## config.mk

```make
export PLATFORM = sky130hd
export DESIGN_NAME = ow_slot_host
export DESIGN_NICKNAME = d
export VERILOG_FILES = /design/src/rtl/ow_host_pkg.sv /design/src/rtl/ow_in_sync.sv /design/src/rtl/ow_slot_timer.sv /design/src/rtl/ow_seq_ctrl.sv /design/src/rtl/ow_shift_buf.sv /design/src/rtl/ow_slot_host.sv
export SDC_FILE = /design/constraint.sdc
export NUM_CORES = 1
export LEC_CHECK = 0
export BUFFER_PORTS_ARGS = -buffer_cell sky130_fd_sc_hd__buf_2
export CAP_MARGIN = 20
export CORE_AREA = 2 2 202 204
export DETAILED_ROUTE_END_ITERATION = 6
export DIE_AREA = 0 0 204 206
export GPL_ROUTABILITY_DRIVEN = 0
export PLACE_DENSITY_LB_ADDON = 0.08
export SLEW_MARGIN = 20
export SYNTH_ARGS = -nofsm -noshare
export SYNTH_HDL_FRONTEND = slang
export SYNTH_SLANG_ARGS = --single-unit
```

## constraint.sdc

```tcl
create_clock -name clk -period 6.3 [get_ports clk]
set_input_delay 0.945 -clock clk [delete_from_list [all_inputs] [get_ports clk]]
set_output_delay 0.945 -clock clk [all_outputs]
set_load 0.1 [all_outputs]
```

## src/rtl/ow_host_pkg.sv

```systemverilog
package ow_host_pkg;

  typedef enum logic [2:0] {
    ST_IDLE = 3'd0,
    ST_SYNC = 3'd1,
    ST_CMD  = 3'd2,
    ST_DATA = 3'd3,
    ST_DONE = 3'd4
  } seq_state_e;

  typedef enum logic [1:0] {
    SLOT_W0 = 2'd0,
    SLOT_W1 = 2'd1,
    SLOT_RD = 2'd2
  } slot_kind_e;

  // Command is eight slots; the first three are fixed (one, zero, zero).
  localparam int unsigned CMD_LEN = 8;
  localparam int unsigned CMD_HDR = 3;

endpackage

```

## src/rtl/ow_in_sync.sv

```systemverilog
module ow_in_sync #(
  parameter int unsigned STAGES = 2
) (
  input  logic clk,
  input  logic rst_n,
  input  logic d_i,
  output logic q_o
);

  generate
    if (STAGES == 0) begin : g_bypass
      assign q_o = d_i;
    end else begin : g_chain
      logic [STAGES-1:0] sh_q;
      logic [STAGES-1:0] sh_d;

      always_comb begin
        sh_d = STAGES'({sh_q, d_i});
      end

      // Idle line is high, so the chain resets to ones.
      always_ff @(posedge clk or negedge rst_n) begin
        if (!rst_n) begin
          sh_q <= '1;
        end else begin
          sh_q <= sh_d;
        end
      end

      assign q_o = sh_q[STAGES-1];
    end
  endgenerate

endmodule

```

## src/rtl/ow_slot_timer.sv

```systemverilog
module ow_slot_timer
  import ow_host_pkg::*;
#(
  parameter int unsigned LOW_SHORT = 1500,
  parameter int unsigned LOW_LONG  = 17500,
  parameter int unsigned SAMPLE_AT = 3250,
  parameter int unsigned SLOT_LEN  = 17500,
  parameter int unsigned REC_LEN   = 1250
) (
  input  logic       clk,
  input  logic       rst_n,
  input  logic       run_i,
  input  slot_kind_e kind_i,
  output logic       pull_o,
  output logic       sample_o,
  output logic       slot_end_o
);

  localparam int unsigned PERIOD = SLOT_LEN + REC_LEN;
  localparam int unsigned CW     = $clog2(PERIOD + 1);

  logic [CW-1:0] cnt_q;
  logic [CW-1:0] cnt_d;
  logic [CW-1:0] low_len;
  logic          cnt_en;

  always_comb begin
    low_len    = (kind_i == SLOT_W0) ? CW'(LOW_LONG) : CW'(LOW_SHORT);
    slot_end_o = run_i && (cnt_q == CW'(PERIOD - 1));
    pull_o     = run_i && (cnt_q < low_len);
    sample_o   = run_i && (kind_i == SLOT_RD) && (cnt_q == CW'(SAMPLE_AT));
  end

  always_comb begin
    cnt_en = run_i || (cnt_q != '0);
    if (!run_i || slot_end_o) begin
      cnt_d = '0;
    end else begin
      cnt_d = cnt_q + CW'(1);
    end
  end

  always_ff @(posedge clk or negedge rst_n) begin
    if (!rst_n) begin
      cnt_q <= '0;
    end else if (cnt_en) begin
      cnt_q <= cnt_d;
    end
  end

  // the recovery tail of every slot leaves the line released.
  a_r6_recovery_released: assert property (@(posedge clk) disable iff (!rst_n)
    (run_i && (cnt_q >= CW'(SLOT_LEN))) |-> !pull_o);

  // every slot opens with the line pulled low.
  a_r5_slot_opens_low: assert property (@(posedge clk) disable iff (!rst_n)
    (run_i && (cnt_q == '0)) |-> pull_o);

  // the host has already released the line when it samples.
  a_r8_sample_released: assert property (@(posedge clk) disable iff (!rst_n)
    sample_o |-> !pull_o);

endmodule

```

## src/rtl/ow_seq_ctrl.sv

```systemverilog
module ow_seq_ctrl
  import ow_host_pkg::*;
#(
  parameter int unsigned SYNC_SLOTS = 264,
  parameter int unsigned DATA_BITS  = 256
) (
  input  logic       clk,
  input  logic       rst_n,
  input  logic       start_i,
  input  logic       write_i,
  input  logic       slot_end_i,
  input  logic       wbit_i,
  output logic       run_o,
  output slot_kind_e kind_o,
  output logic       load_o,
  output logic       shift_o,
  output logic       rotate_o,
  output logic       busy_o,
  output logic       done_o
);

  localparam int unsigned MAX_A = (SYNC_SLOTS > DATA_BITS) ? SYNC_SLOTS : DATA_BITS;
  localparam int unsigned MAXN  = (MAX_A > CMD_LEN) ? MAX_A : CMD_LEN;
  localparam int unsigned IW    = $clog2(MAXN);
  localparam logic [IW-1:0] SYNC_LAST = IW'(SYNC_SLOTS - 1);
  localparam logic [IW-1:0] CMD_LAST  = IW'(CMD_LEN - 1);
  localparam logic [IW-1:0] DATA_LAST = IW'(DATA_BITS - 1);

  seq_state_e    state_q, state_d;
  logic [IW-1:0] idx_q, idx_d;
  logic          wr_q, wr_d;
  logic          idx_en, wr_en, accept;
  logic          cmd_bit;

  always_comb begin
    accept = (state_q == ST_IDLE) && start_i;
    idx_en = accept || slot_end_i;
    wr_en  = accept;
  end

  always_comb begin
    state_d = state_q;
    idx_d   = idx_q;
    wr_d    = wr_q;
    case (state_q)
      ST_IDLE: begin
        if (start_i) begin
          state_d = ST_SYNC;
          idx_d   = '0;
          wr_d    = write_i;
        end
      end
      ST_SYNC: begin
        if (slot_end_i) begin
          if (idx_q == SYNC_LAST) begin
            state_d = ST_CMD;
            idx_d   = '0;
          end else begin
            idx_d = idx_q + IW'(1);
          end
        end
      end
      ST_CMD: begin
        if (slot_end_i) begin
          if (idx_q == CMD_LAST) begin
            state_d = ST_DATA;
            idx_d   = '0;
          end else begin
            idx_d = idx_q + IW'(1);
          end
        end
      end
      ST_DATA: begin
        if (slot_end_i) begin
          if (idx_q == DATA_LAST) begin
            state_d = ST_DONE;
            idx_d   = '0;
          end else begin
            idx_d = idx_q + IW'(1);
          end
        end
      end
      ST_DONE: state_d = ST_IDLE;
      default: state_d = ST_IDLE;
    endcase
  end

  // Command bit order: marker one, two zero select bits, then five direction bits.
  always_comb begin
    if (idx_q == '0) begin
      cmd_bit = 1'b1;
    end else if (idx_q < IW'(CMD_HDR)) begin
      cmd_bit = 1'b0;
    end else begin
      cmd_bit = wr_q;
    end
  end

  always_comb begin
    case (state_q)
      ST_SYNC: kind_o = SLOT_W0;
      ST_CMD:  kind_o = cmd_bit ? SLOT_W1 : SLOT_W0;
      ST_DATA: kind_o = wr_q ? (wbit_i ? SLOT_W1 : SLOT_W0) : SLOT_RD;
      default: kind_o = SLOT_W0;
    endcase
    busy_o   = (state_q == ST_SYNC) || (state_q == ST_CMD) || (state_q == ST_DATA);
    done_o   = (state_q == ST_DONE);
    run_o    = busy_o;
    load_o   = accept;
    shift_o  = (state_q == ST_DATA) && slot_end_i;
    rotate_o = wr_q;
  end

  always_ff @(posedge clk or negedge rst_n) begin
    if (!rst_n) begin
      state_q <= ST_IDLE;
    end else begin
      state_q <= state_d;
    end
  end

  always_ff @(posedge clk or negedge rst_n) begin
    if (!rst_n) begin
      idx_q <= '0;
    end else if (idx_en) begin
      idx_q <= idx_d;
    end
  end

  always_ff @(posedge clk or negedge rst_n) begin
    if (!rst_n) begin
      wr_q <= 1'b0;
    end else if (wr_en) begin
      wr_q <= wr_d;
    end
  end

  // done lasts a single cycle.
  a_r9_done_one_cycle: assert property (@(posedge clk) disable iff (!rst_n)
    done_o |=> !done_o);

  // done only follows the data phase and never overlaps busy.
  a_r9_done_after_data: assert property (@(posedge clk) disable iff (!rst_n)
    $rose(done_o) |-> (!busy_o && ($past(state_q) == ST_DATA)));

  // every transaction opens in the sync phase at slot zero.
  a_r3_sync_first: assert property (@(posedge clk) disable iff (!rst_n)
    $rose(busy_o) |-> ((state_q == ST_SYNC) && (idx_q == '0)));

  // a request while busy does not change the captured direction.
  a_r2_direction_held: assert property (@(posedge clk) disable iff (!rst_n)
    (busy_o && start_i) |=> $stable(wr_q));

endmodule

```

## src/rtl/ow_shift_buf.sv

```systemverilog
module ow_shift_buf #(
  parameter int unsigned W = 256
) (
  input  logic         clk,
  input  logic         rst_n,
  input  logic         load_i,
  input  logic [W-1:0] load_data_i,
  input  logic         sample_i,
  input  logic         line_i,
  input  logic         shift_i,
  input  logic         rotate_i,
  output logic [W-1:0] data_o,
  output logic         lsb_o
);

  logic [W-1:0] buf_q, buf_d;
  logic         samp_q;
  logic         buf_en;
  logic         in_bit;

  always_comb begin
    buf_en = load_i || shift_i;
    // Writes recirculate the outgoing bit so the word survives the transfer.
    in_bit = rotate_i ? buf_q[0] : samp_q;
    if (load_i) begin
      buf_d = load_data_i;
    end else begin
      buf_d = {in_bit, buf_q[W-1:1]};
    end
  end

  always_ff @(posedge clk or negedge rst_n) begin
    if (!rst_n) begin
      samp_q <= 1'b1;
    end else if (sample_i) begin
      samp_q <= line_i;
    end
  end

  always_ff @(posedge clk or negedge rst_n) begin
    if (!rst_n) begin
      buf_q <= '0;
    end else if (buf_en) begin
      buf_q <= buf_d;
    end
  end

  assign data_o = buf_q;
  assign lsb_o  = buf_q[0];

  // without a load or a shift, the buffer keeps its contents.
  a_r10_buffer_holds: assert property (@(posedge clk) disable iff (!rst_n)
    !buf_en |=> $stable(buf_q));

endmodule

```

## src/rtl/ow_slot_host.sv

```systemverilog
module ow_slot_host
  import ow_host_pkg::*;
#(
  parameter int unsigned CLK_MHZ     = 250,
  parameter int unsigned T_LOW_SHORT = 6 * CLK_MHZ,
  parameter int unsigned T_LOW_LONG  = 70 * CLK_MHZ,
  parameter int unsigned T_SAMPLE    = 13 * CLK_MHZ,
  parameter int unsigned T_SLOT      = 70 * CLK_MHZ,
  parameter int unsigned T_REC       = 5 * CLK_MHZ,
  parameter int unsigned SYNC_SLOTS  = 264,
  parameter int unsigned DATA_BITS   = 256,
  parameter int unsigned SYNC_STAGES = 2
) (
  input  logic                 clk,
  input  logic                 rst_n,
  input  logic                 start_i,
  input  logic                 write_i,
  input  logic [DATA_BITS-1:0] wr_data_i,
  output logic [DATA_BITS-1:0] rd_data_o,
  output logic                 busy_o,
  output logic                 done_o,
  output logic                 line_pull_o,
  input  logic                 line_i
);

  logic       run, load, shift, rotate, lsb;
  logic       sample, slot_end, line_s;
  slot_kind_e kind;

  ow_in_sync #(
    .STAGES (SYNC_STAGES)
  ) u_sync (
    .clk   (clk),
    .rst_n (rst_n),
    .d_i   (line_i),
    .q_o   (line_s)
  );

  ow_seq_ctrl #(
    .SYNC_SLOTS (SYNC_SLOTS),
    .DATA_BITS  (DATA_BITS)
  ) u_seq (
    .clk        (clk),
    .rst_n      (rst_n),
    .start_i    (start_i),
    .write_i    (write_i),
    .slot_end_i (slot_end),
    .wbit_i     (lsb),
    .run_o      (run),
    .kind_o     (kind),
    .load_o     (load),
    .shift_o    (shift),
    .rotate_o   (rotate),
    .busy_o     (busy_o),
    .done_o     (done_o)
  );

  ow_slot_timer #(
    .LOW_SHORT (T_LOW_SHORT),
    .LOW_LONG  (T_LOW_LONG),
    .SAMPLE_AT (T_SAMPLE),
    .SLOT_LEN  (T_SLOT),
    .REC_LEN   (T_REC)
  ) u_timer (
    .clk        (clk),
    .rst_n      (rst_n),
    .run_i      (run),
    .kind_i     (kind),
    .pull_o     (line_pull_o),
    .sample_o   (sample),
    .slot_end_o (slot_end)
  );

  ow_shift_buf #(
    .W (DATA_BITS)
  ) u_buf (
    .clk         (clk),
    .rst_n       (rst_n),
    .load_i      (load),
    .load_data_i (wr_data_i),
    .sample_i    (sample),
    .line_i      (line_s),
    .shift_i     (shift),
    .rotate_i    (rotate),
    .data_o      (rd_data_o),
    .lsb_o       (lsb)
  );

  // the line is never pulled outside a transaction.
  a_r1_idle_released: assert property (@(posedge clk) disable iff (!rst_n)
    !busy_o |-> !line_pull_o);

endmodule

```

* After elaboration in Yosys (flattened, before gate mapping)
Index checks and enable logic that the tools add are counted.
** Word-level totals
- Bits in registers :: 287
- Input port bits :: 261
- Output and inout port bits :: 259
- Logic and storage cells :: 75
** Operators by class
- Add/sub/neg operators :: 2
- $lt $le $gt $ge :: 2
- Equality and inequality tests :: 17
- Muxes and demuxes :: 26
- Reductions and logical operators :: 21
** Operator list (count)
- 256-bit 2-to-1 mux :: 1
- 9-bit 2-to-1 mux :: 7
- 9-bit one-hot mux with 4 select lines :: 1
- 15-bit 2-to-1 mux :: 2
- 3-bit 2-to-1 mux :: 7
- 15-bit by 1-bit adder with 15-bit output, second input constant :: 1
- 15-bit by 12-bit == test with 1-bit output, second input constant :: 1
- 15-bit == test, second input constant :: 1
- 15-bit < comparator :: 1
- 15-bit nonzero test :: 1
- 2-bit by 1-bit inequality test with 1-bit output, second input constant :: 6
- 3-bit one-hot mux with 4 select lines :: 1
- 9-bit by 1-bit adder with 9-bit output, second input constant :: 1
- 9-bit by 3-bit == test with 1-bit output, second input constant :: 1
- 9-bit by 8-bit == test with 1-bit output, second input constant :: 1
- 9-bit == test, second input constant :: 1
- 9-bit zero test :: 1
- 9-bit by 2-bit < comparator with 1-bit output, second input constant :: 1
- 7-bit AND reduction :: 1
- 3-bit by 2-bit == test with 1-bit output, second input constant :: 2
- 1-bit logical AND :: 6
- 1-bit logical OR :: 6
- 6-bit AND reduction :: 1
- 1-bit 2-to-1 mux :: 5
- other kinds (11) :: 11

* Depth between registers and ports, before layout
Gate-level depths: netlist of the first run.
- Depth in word-level cells :: 9
- Depth in mapped cells :: 11
- Gate-level depth less buffers :: 11

* Hierarchy
A second synthesis of the first run with hierarchy kept.
** Unflattened totals
- Cells, all modules :: 1341
- Area, all modules :: 13992.2 um^2
** By module, submodules not included
- ow_shift_buf :: times used 1, cells each 1115, area each 11959.0 um^2, sequential area each 6432.4 um^2
- ow_slot_timer :: times used 1, cells each 111, area each 992.2 um^2, sequential area each 375.4 um^2
- ow_seq_ctrl :: times used 1, cells each 113, area each 988.4 um^2, sequential area each 325.3 um^2
- ow_in_sync :: times used 1, cells each 2, area each 52.6 um^2, sequential area each 52.6 um^2

* Worst setup path after synthesis of the first run
Ideal clock, no wire load.
- Kind :: reg-to-output
- From :: reg u_seq.idx_q[6]
- To :: out line_pull_o
- Arrival :: 6665 ps
- Data required time :: 5355 ps
- Slack :: -1310 ps
- Stages on the path, launching flop included :: 12
- Buffers on the path :: 0
- Path through :: dfrtp_1 -> nor3_1 -> nand2_1 -> a2111o_1 -> a221o_1 -> nand3_1 -> ha_1 -> nand2_1 -> a21oi_1 -> o211ai_1 -> nand3_1 -> a2111oi_0
** Between the ends
- Longest elaborated chain between the ends :: 9
- Elaborated cells on any way between the ends :: 10
- Those cells by class :: 2 x order compare; 5 x mux; 3 x reduce/logical
** Ends and longest elaborated chain
- from (decl) :: RTL line ow_seq_ctrl.sv:30 : logic [IW-1:0] idx_q, idx_d;
- from (signal assigned) :: RTL line ow_seq_ctrl.sv:126 : idx_q <= idx_d;
- 9-bit by 2-bit < comparator with 1-bit output :: RTL line ow_seq_ctrl.sv:92 : end else if (idx_q < IW'(CMD_HDR)) begin
- 1-bit 2-to-1 mux :: RTL line ow_seq_ctrl.sv:92
- 1-bit 2-to-1 mux * :: RTL line ow_seq_ctrl.sv:90 : if (idx_q == '0) begin
- 1-bit 2-to-1 mux * :: RTL line ow_seq_ctrl.sv:102 : ST_CMD: kind_o = cmd_bit ? SLOT_W1 : SLOT_W0;
- 2-bit one-hot mux with 2 select lines * :: RTL line ow_seq_ctrl.sv:100 : case (state_q)
- 2-bit zero test * :: RTL line ow_slot_timer.sv:28 : low_len = (kind_i == SLOT_W0) ? CW'(LOW_LONG) : CW'(LOW_SHORT);
- 15-bit 2-to-1 mux * :: RTL line ow_slot_timer.sv:28
- 15-bit < comparator * :: RTL line ow_slot_timer.sv:30 : pull_o = run_i && (cnt_q < low_len);
- 1-bit logical AND * :: RTL line ow_slot_timer.sv:30
- to (decl) :: RTL line ow_slot_host.sv:22 : output logic line_pull_o,
Mark *: on every way between the ends. The rest lies on a longest branch, timed or not.

* Worst setup path in the final report of the first run
Same ends and word-level chain as after synthesis.

==> results of run 1 <==
power by group:
group          internal, uW  switching, uW
clock                  1270            819
combinational           148            789
sequential             1930           76.1
final timing paths:
check,start,to,depth (start not counted),slack (ns)
max,u_seq.idx_q[6]$_DFFE_PN0P_,line_pull_o,12,1.55
min,u_sync.g_chain.sh_q[0]$_DFF_PN1_,u_sync.g_chain.sh_q[1]$_DFF_PN1_,0,0.36
max reg2reg,u_timer.cnt_q[6]$_DFFE_PN0P_,u_buf.data_o[151]$_DFFE_PN0P_,6,2.72
min reg2reg,u_sync.g_chain.sh_q[0]$_DFF_PN1_,u_sync.g_chain.sh_q[1]$_DFF_PN1_,0,0.36
max in group asynchronous,rst_n,u_buf.data_o[245]$_DFFE_PN0P_,2,4.58
min in group asynchronous,rst_n,u_buf.data_o[216]$_DFFE_PN0P_,1,0.40
state kept, by name, indices dropped and copies added, names as in the netlist:
register / count
u_timer.cnt_q: 15
u_seq.state_q: 3
u_buf.samp_q: 1
u_seq.idx_q: 9
u_seq.rotate_o: 1
u_buf.data_o: 256
u_sync.g_chain.sh_q: 2
area by class of cell:
type / count / area (um^2) / share of cell area, %
clock inverters: 4 / 56.3 / 0.335
multi-input cells: 932 / 4960 / 29.5
clock buffers: 61 / 1140 / 6.76
flip-flops and latches: 287 / 7190 / 42.7
inverters: 11 / 41.3 / 0.245
diodes: 14 / 35.0 / 0.208
well taps: 532 / 666 / 3.96
repair buffers: 531 / 2740 / 16.3
layer usage:
layer / vias up / track usage, %
met4: 10 / 7.66
met3: 73 / 6.15
met5: - / 0
li1: 5526 / -
met2: 391 / 33.5
met1: 5608 / 26.7
metrics by stage:
step	hold WS, ns	instance area (um^2)	setup WS (ns)
floorplan	0.345	12700	0.0364
global placement	0.349	15600	2.09
detailed placement	0.350	15600	2.04
CTS	0.357	16700	1.45
global route	0.364	16800	1.25
finish	0.355	16800	1.55
cells by family after synthesis:
kind of cell	after synthesis	share of synthesized area, %
buf+inv	104	4.84
simple gates	608	19.2
compound gates	295	17.1
flops	287	56.4
mux	5	0.413
xor+xnor	13	0.894
fa+ha+maj	11	1.08
synthesized netlist by cell type (2+ instances only):
cell type	n
nand2_1	526
dfrtp_1	284
a22oi_1	258
buf_2	28
nor2_1	28
buf_4	27
clkbuf_1	26
nand3_1	14
buf_6	12
ha_1	11
inv_1	11
o21ai_0	10
a21oi_1	9
xnor2_1	7
and2_1	6
nand4_1	6
xor2_1	6
nor3_1	4
dfstp_2	3
mux2i_1	3
and4_1	2
nand2b_1	2
nand3b_1	2
nor2b_1	2
nor4_1	2
nor4b_1	2
nor4bb_1	2
o211ai_1	2
o22ai_1	2
o31ai_1	2
worst max-delay path: cells and delay by family, from the launching register on:
family / cells / cell delay (ns)
DFF: 1 / 0.44
buffers and inverters: 1 / 0.53
and+or+nand+nor: 5 / 0.69
AOI/OAI and AO/OA: 5 / 1.37
adders and majority gates: 1 / 0.23
==> flow_summary.json, run 1 <==
{
  "drtPass1Iterations": 5,
  "cp-end-kind": "output port",
  "synth_nets": 1595,
  "htree_levels": 2,
  "utilization_pct": 41.9,
  "core_um2": 40200,
  "n_fill_cell": 4156,
  "worst_slew_margin_rel_pct": 29.1,
  "outcome": "complete, no violations",
  "ys_ff_latch": 287,
  "total_power_uw": 5030,
  "synth-main-ff-cell": "dfrtp_1",
  "cts_buffer_depth": 3,
  "highest_layer": "met5",
  "netlist_top_cells_area": "dfrtp_1 (56%), nand2_1 (16%), a22oi_1 (15%)",
  "cp_slowest_cell": "a2111oi_1",
  "start_util_pct": 31.7,
  "track_usage_pct": 20.9,
  "seq_area_frac_synth_pct": 56.4,
  "insertion_delay_ns": 0.54,
  "area_delta_synth_final_pct": 32.1,
  "finalWorstPathRequiredPeriod_ns": 4.75,
  "grt-ovfl-total": 0,
  "grt_pass1_wl_um": 68300,
  "hold_buffers": 0,
  "route.met3.wl_um": 3580,
  "synthesis.area_um2": 12700,
  "grt_antenna_before_repair": 18,
  "mostFrequentLayoutCells": "nand2_1 (526), buf_2 (518), dfrtp_1 (284)",
  "layoutNonFillerInstCount": 2372,
  "die_height_um": 206,
  "yosysTopAreaCellShare_pct": 55.8,
  "cts_setup_buffers": 0,
  "final_common_cell": "nand2_1",
  "m1WireLength_um": 18600,
  "cp-start-kind": "register",
  "synth-edff-count": 0,
  "dpl.cell_count": 2291,
  "cp_cell_sequence": "nor3_1 > nand2_1 > a2111o_1 > a221o_1 > nand3_1 > ha_1 > nand2_1 > a21oi_1 > o211ai_1 > nand3_1 > a2111oi_1 > buf_2",
  "finalWirelength_um": 45500,
  "die_width_um": 204,
  "grt_pass1_vias": 11452,
  "ant_nets": 0,
  "hold_violations": 0,
  "setup_viol": 0,
  "critical_path_required_ns": 5.35,
  "maxSlewViolCount": 0,
  "synth_area_leader_cell": "dfrtp_1",
  "cts_sinks": 287,
  "cts_tree": "done",
  "cts_made_buffers": 36,
  "rsz0062_at_grt": "false",
  "critPathKind": "reg -> out",
  "grt_max_degree": 145,
  "numPortBuffers": 519,
  "syn_inst": 1323,
  "wl_per_cell_um": 19.2,
  "clockRootBuffer": "clkbuf_16",
  "vias": 11608,
  "drive_above_1_share_pct": 32.8,
  "final.period_utilization_pct": 75.3,
  "dp_hpwl_um": 31000,
  "tightest_slew_ns": 1.06,
  "peakVddDrop_mv": 0.143,
  "clk_pin_slew_ns": 0.06,
  "drv_cap": 0,
  "ctsResizeCount": 0,
  "ys_types": 54,
  "wl_met2_um": 22000,
  "avgViaCountPerCell": 4.89,
  "fin_setup_tns_ns": 0,
  "crit_fanout": 6,
  "cpPeakStageDelay_ns": 0.54,
  "fmax_ghz": 0.211,
  "pin_count": 520,
  "synth_warnings": 0,
  "power.density_nw_per_um2": 299,
  "layout.nets": 2071,
  "detail_route.drc_violations": 0,
  "num_rows": 74,
  "die_area_um2": 42000,
  "p_leak_uw": 0.00920,
  "hp-class": "reg -> reg",
  "synthArstFlopShare_pct": 100,
  "drt_iter0_drc": 800,
  "fin_worst_skew_ns": 0.0123,
  "cp_data_arrival_time_ns": 3.80,
  "syn_avg_cell_area_um2": 9.63
}
(Power assumes the default switching activity.)
==> inputs of run 2 (changes only) <==
--- a/config.mk
+++ b/config.mk
@@ -7,9 +7,9 @@
 export LEC_CHECK = 0
 export BUFFER_PORTS_ARGS = -buffer_cell sky130_fd_sc_hd__buf_2
 export CAP_MARGIN = 20
-export CORE_AREA = 2 2 202 204
+export CORE_AREA = 2 2 201 203
 export DETAILED_ROUTE_END_ITERATION = 6
-export DIE_AREA = 0 0 204 206
+export DIE_AREA = 0 0 203 205
 export GPL_ROUTABILITY_DRIVEN = 0
 export PLACE_DENSITY_LB_ADDON = 0.08
 export SLEW_MARGIN = 20
==> constraint.sdc (replaced) <==
create_clock -name clk -period 4.3 [get_ports clk]
set_input_delay 0.645 -clock clk [delete_from_list [all_inputs] [get_ports clk]]
set_output_delay 0.645 -clock clk [all_outputs]
set_load 0.1 [all_outputs]
==> run 2 against run 1 <==
  * Largest power group unchanged
  * Count of clock-buffer cells in the layout fell by 6
  * Power rose by 47%
  * Hold slack got worse by 0.16 ns
==> flow_summary.json, run 2 (synthesized netlist as in run 1, its figures left out) <==
{
  "cp_data_arrival_time_ns": 3.35,
  "area_delta_synth_final_pct": 32.9,
  "insertion_delay_ns": 0.53,
  "placed_area_um2": 15700,
  "die_width_um": 203,
  "place_worst_setup_slack_ns": 0.614,
  "numPortBuffers": 519,
  "drive_above_1_share_pct": 33.4,
  "layoutNonFillerInstCount": 2367,
  "r2r_end": "u_buf.data_o[100]$_DFFE_PN0P_",
  "utilization_pct": 43.0,
  "clockRootBuffer": "clkbuf_16",
  "avgViaCountPerCell": 4.92,
  "fin_ws_ns": 0.307,
  "r2r_start": "u_timer.cnt_q[1]$_DFFE_PN0P_",
  "num_rows": 73,
  "die_area_um2": 41600,
  "largest_reg_flops": 256,
  "vias": 11637,
  "dp_hpwl_um": 31900,
  "core_um2": 39400,
  "grt_antenna_before_repair": 13,
  "start_util_pct": 32.4,
  "cts_made_buffers": 37,
  "rsz0062_at_grt": "false",
  "cts_buffer_depth": 3,
  "power.density_nw_per_um2": 437,
  "cts_sinks": 287,
  "detail_route.drc_violations": 0,
  "crit_fanout": 6,
  "ant_nets": 0,
  "pin_count": 520,
  "r2r.worst_path.cells": 10,
  "fin_setup_tns_ns": 0,
  "reg2reg_slack_ns": 1.32,
  "critPathKind": "reg -> out",
  "worst_slew_margin_rel_pct": 36.3,
  "design_area_um2": 16900,
  "fin_worst_skew_ns": 0.0104,
  "outcome": "complete, no violations",
  "hp-class": "in -> async",
  "mostFrequentLayoutCells": "nand2_1 (526), buf_2 (517), dfrtp_1 (284)",
  "drv_cap": 0,
  "wl_per_cell_um": 19.1,
  "setup_viol": 0,
  "clk_pin_slew_ns": 0.06,
  "n_fill_cell": 3971,
  "peakVddDrop_mv": 0.272,
  "drt_iter0_drc": 691,
  "critical_path_required_ns": 3.65,
  "fmax_ghz": 0.250,
  "finalWorstPathRequiredPeriod_ns": 3.99,
  "p_leak_uw": 0.00927,
  "finalWirelength_um": 45300,
  "cp-end-kind": "output port",
  "final.period_utilization_pct": 92.9,
  "dpl.cell_count": 2294,
  "grt-ovfl-total": 0,
  "hold_violations": 0,
  "track_usage_pct": 21.2,
  "grt_max_degree": 164,
  "tightest_slew_ns": 0.955,
  "drtPass1Iterations": 5,
  "final_common_cell": "nand2_1",
  "die_height_um": 205,
  "grt_pass1_wl_um": 69000,
  "htree_levels": 2,
  "cts_tree": "done",
  "grt_pass1_vias": 11549,
  "layout.nets": 2080,
  "maxSlewViolCount": 0,
  "cp-start-kind": "register"
}
==> run 2: per-layer routing <==
layer  vias to the layer above  part of all wire, %  track usage, %
met5                         -                 0.19               0
met4                        12                  3.0            8.03
met3                        91                  7.1            5.89
met2                       393                   49            35.2
met1                      5596                   41            26.4
li1                       5545                    -               -
==> run 2: worst max-delay path, stage by stage, from the launching register on <==
cell and delay [ns]:
dfrtp_1 0.44, nor3_2 0.22, nand2_1 0.10, a2111o_1 0.30, a221o_1 0.31, nand3_1 0.12, ha_1 0.24, nand2_1 0.06
a21oi_1 0.04, o211ai_1 0.15, nand3_1 0.13, a2111oi_4 0.41, buf_6 0.28
==> run 2: area by class of cell <==
type / instances / area [um^2] / area share, %
inverters: 11 / 41.3 / 0.244
repair buffers: 539 / 2840 / 16.8
well taps: 525 / 657 / 3.88
multi-input cells: 932 / 4980 / 29.4
flip-flops and latches: 287 / 7190 / 42.4
clock inverters: 9 / 120 / 0.710
diodes: 9 / 22.5 / 0.133
clock buffers: 55 / 1080 / 6.40
==> run 2: worst max path at each step <==
stage / from / to / slack [ns] / cells past startpoint
final: u_seq.idx_q[6]$_DFFE_PN0P_ / line_pull_o / 0.31 / 12
after global routing: u_seq.idx_q[6]$_DFFE_PN0P_ / line_pull_o / 0.07 / 12
after CTS: u_seq.idx_q[6]$_DFFE_PN0P_ / line_pull_o / 0.01 / 12
after detailed placement: u_seq.idx_q[6]$_DFFE_PN0P_ / line_pull_o / 0.61 / 12
after global placement: u_seq.idx_q[6]$_DFFE_PN0P_ / line_pull_o / 0.60 / 12
after floorplan: u_seq.idx_q[6]$_DFFE_PN0P_ / line_pull_o / 0.44 / 11
==> run 2: through the flow <==
step           hold WS (ns)  total power (uW)
2_1_floorplan         0.345              3980
3_3_place_gp          0.349              4380
3_5_place_dp          0.349              4380
4_1_cts               0.168              7520
5_1_grt               0.189              7690
6_report              0.194              7400
==> run 2: what timing repair did <==
item                                    in CTS  in global routing
gates resized for setup                      0                  4
hold buffers                                 0                  0
endpoints found under the setup margin       0                  1
buffers inserted                             0                  0
==> run 2: report_power, final <==
| part | internal [uW] | switching, uW |
|---|---|---|
| combinational | 220 | 1160 |
| sequential | 2830 | 114 |
| clock | 1910 | 1170 |
==> inputs of run 3 (changes only) <==
--- a/config.mk
+++ b/config.mk
@@ -5,7 +5,7 @@
 export SDC_FILE = /design/constraint.sdc
 export NUM_CORES = 1
 export LEC_CHECK = 0
-export BUFFER_PORTS_ARGS = -buffer_cell sky130_fd_sc_hd__buf_2
+export BUFFER_PORTS_ARGS = -buffer_cell sky130_fd_sc_hd__buf_4
 export CAP_MARGIN = 20
 export CORE_AREA = 2 2 201 203
 export DETAILED_ROUTE_END_ITERATION = 6
==> run 3 against run 2 <==
  * Non-clock buffer count increased by 3
  * Clock skew grew 0.0046 ns
  * Via count is 1.2% higher
  * Critical endpoint unchanged
  * Global-route usage up 0.63 points
  * Sequential power about the same
  * Maximum frequency is 1.5% lower
  * Clock power decreased by 3%
  * Combinational power grew 10%
  * Wire length up 3.3%
  * Power increased by 0.68%
  * Sequential share of layout area is 3.0 points lower
  * Largest cell class unchanged
  * Critical path depth stayed put
==> flow_summary.json, run 3 (synthesized netlist as in run 1, its figures left out) <==
{
  "total_power_uw": 7450,
  "ctsResizeCount": 0,
  "fin_worst_skew_ns": 0.0150,
  "clockRootBuffer": "clkbuf_16",
  "die_area_um2": 41600,
  "drv_cap": 0,
  "insertion_delay_ns": 0.53,
  "r2r.worst_path.cells": 7,
  "drtPass1Iterations": 5,
  "drt_iter0_drc": 691,
  "hold_buffers": 0,
  "htree_levels": 2,
  "start_util_pct": 32.4,
  "grt-ovfl-total": 0,
  "dp_hpwl_um": 33200,
  "peakVddDrop_mv": 0.241,
  "r2r_end": "u_buf.data_o[186]$_DFFE_PN0P_",
  "fmax_ghz": 0.247,
  "cts_setup_buffers": 0,
  "cts_sinks": 287,
  "design_area_um2": 18200,
  "worst_slew_margin_rel_pct": 35.5,
  "finalWorstPathRequiredPeriod_ns": 4.05,
  "drive_above_1_share_pct": 33.5,
  "setup_viol": 0,
  "maxSlewViolCount": 0,
  "clk_pin_slew_ns": 0.05,
  "wl_per_cell_um": 19.8,
  "crit_fanout": 6,
  "cts_buffer_depth": 3,
  "ant_nets": 0,
  "power.density_nw_per_um2": 409,
  "rsz0062_at_grt": "false",
  "final.period_utilization_pct": 94.3,
  "largest_reg_flops": 256,
  "reg2reg_slack_ns": 1.63,
  "numPortBuffers": 519,
  "fin_ws_ns": 0.246,
  "avgViaCountPerCell": 4.99,
  "cp-start-kind": "register",
  "cts_tree": "done",
  "die_width_um": 203,
  "cts_made_buffers": 36,
  "grt_pass1_vias": 11620,
  "num_rows": 73,
  "track_usage_pct": 21.9,
  "pin_count": 520,
  "p_leak_uw": 0.00959,
  "outcome": "complete, no violations",
  "tightest_slew_ns": 0.965,
  "grt_pass1_wl_um": 70700,
  "cp_data_arrival_time_ns": 3.41,
  "vias": 11776,
  "grt_antenna_before_repair": 2,
  "hp-class": "in -> async",
  "mostFrequentLayoutCells": "buf_4 (530), nand2_1 (526), dfrtp_1 (284)",
  "placed_area_um2": 17100,
  "area_delta_synth_final_pct": 43.0,
  "place_worst_setup_slack_ns": 0.667,
  "detail_route.drc_violations": 0,
  "critPathKind": "reg -> out",
  "layout.nets": 2082,
  "hold_violations": 0,
  "final_common_cell": "buf_4",
  "grt_max_degree": 130,
  "finalWirelength_um": 46800,
  "core_um2": 39400,
  "r2r_start": "u_timer.cnt_q[6]$_DFFE_PN0P_",
  "cp-end-kind": "output port",
  "critical_path_required_ns": 3.65,
  "fin_setup_tns_ns": 0,
  "die_height_um": 205
}
[run 3: power breakdown]
part | leakage (uW) | internal (uW) | switching, uW
combinational | 0.00534 | 356 | 1160
sequential | 0.00369 | 2830 | 120
clock | 0.000566 | 1810 | 1170
total | 0.00959 | 5000 | 2450
[run 3: per-stage QoR]
step,cells,hold slack [ns],util (%)
3_5_place_dp,2297,0.349,43.3
3_3_place_gp,2297,0.347,43.3
2_1_floorplan,1323,0.345,-
5_1_grt,2358,0.192,46.3
4_1_cts,2356,0.182,46.2
6_report,2358,0.145,46.3
[run 3: layer usage]
metal | wire length, um | track usage (%) | vias up
met1 | 18700 | 27.0 | 5724
met5 | 0 | 0 | -
met4 | 1600 | 8.71 | 0
li1 | - | - | 5544
met3 | 3930 | 6.73 | 88
met2 | 22600 | 35.8 | 420
[run 3: area by class of cell]
class,instances,area (um^2)
antenna,2,5.00
clock buffer,47,1000
clock inverter,12,138
fill,3850,21200
inverter,11,41.3
multi-input combinational,932,4980
sequential,287,7190
tap,525,657
timing repair buffer,542,4210
[run 3: critical path, stage by stage (launching register included)]
cell       delay (ns)
dfrtp_1          0.44
nor3_2           0.24
nand2_1          0.10
a2111o_1         0.30
a221o_1          0.32
nand3_1          0.12
ha_1             0.24
nand2_1          0.06
a21oi_1          0.05
o211ai_1         0.17
nand3_1          0.14
a2111oi_4        0.42
buf_6            0.28
[run 3: worst max-delay path by stage]
stage	start	end	slack (ns)	cells after the start
3_3_place_gp	u_seq.idx_q[6]$_DFFE_PN0P_	line_pull_o	0.72	12
6_report	u_seq.idx_q[6]$_DFFE_PN0P_	line_pull_o	0.25	12
3_5_place_dp	u_seq.idx_q[6]$_DFFE_PN0P_	line_pull_o	0.67	12
2_1_floorplan	u_seq.idx_q[6]$_DFFE_PN0P_	line_pull_o	0.44	11
5_1_grt	u_seq.idx_q[6]$_DFFE_PN0P_	line_pull_o	0.05	12
4_1_cts	u_seq.idx_q[6]$_DFFE_PN0P_	line_pull_o	0.07	12
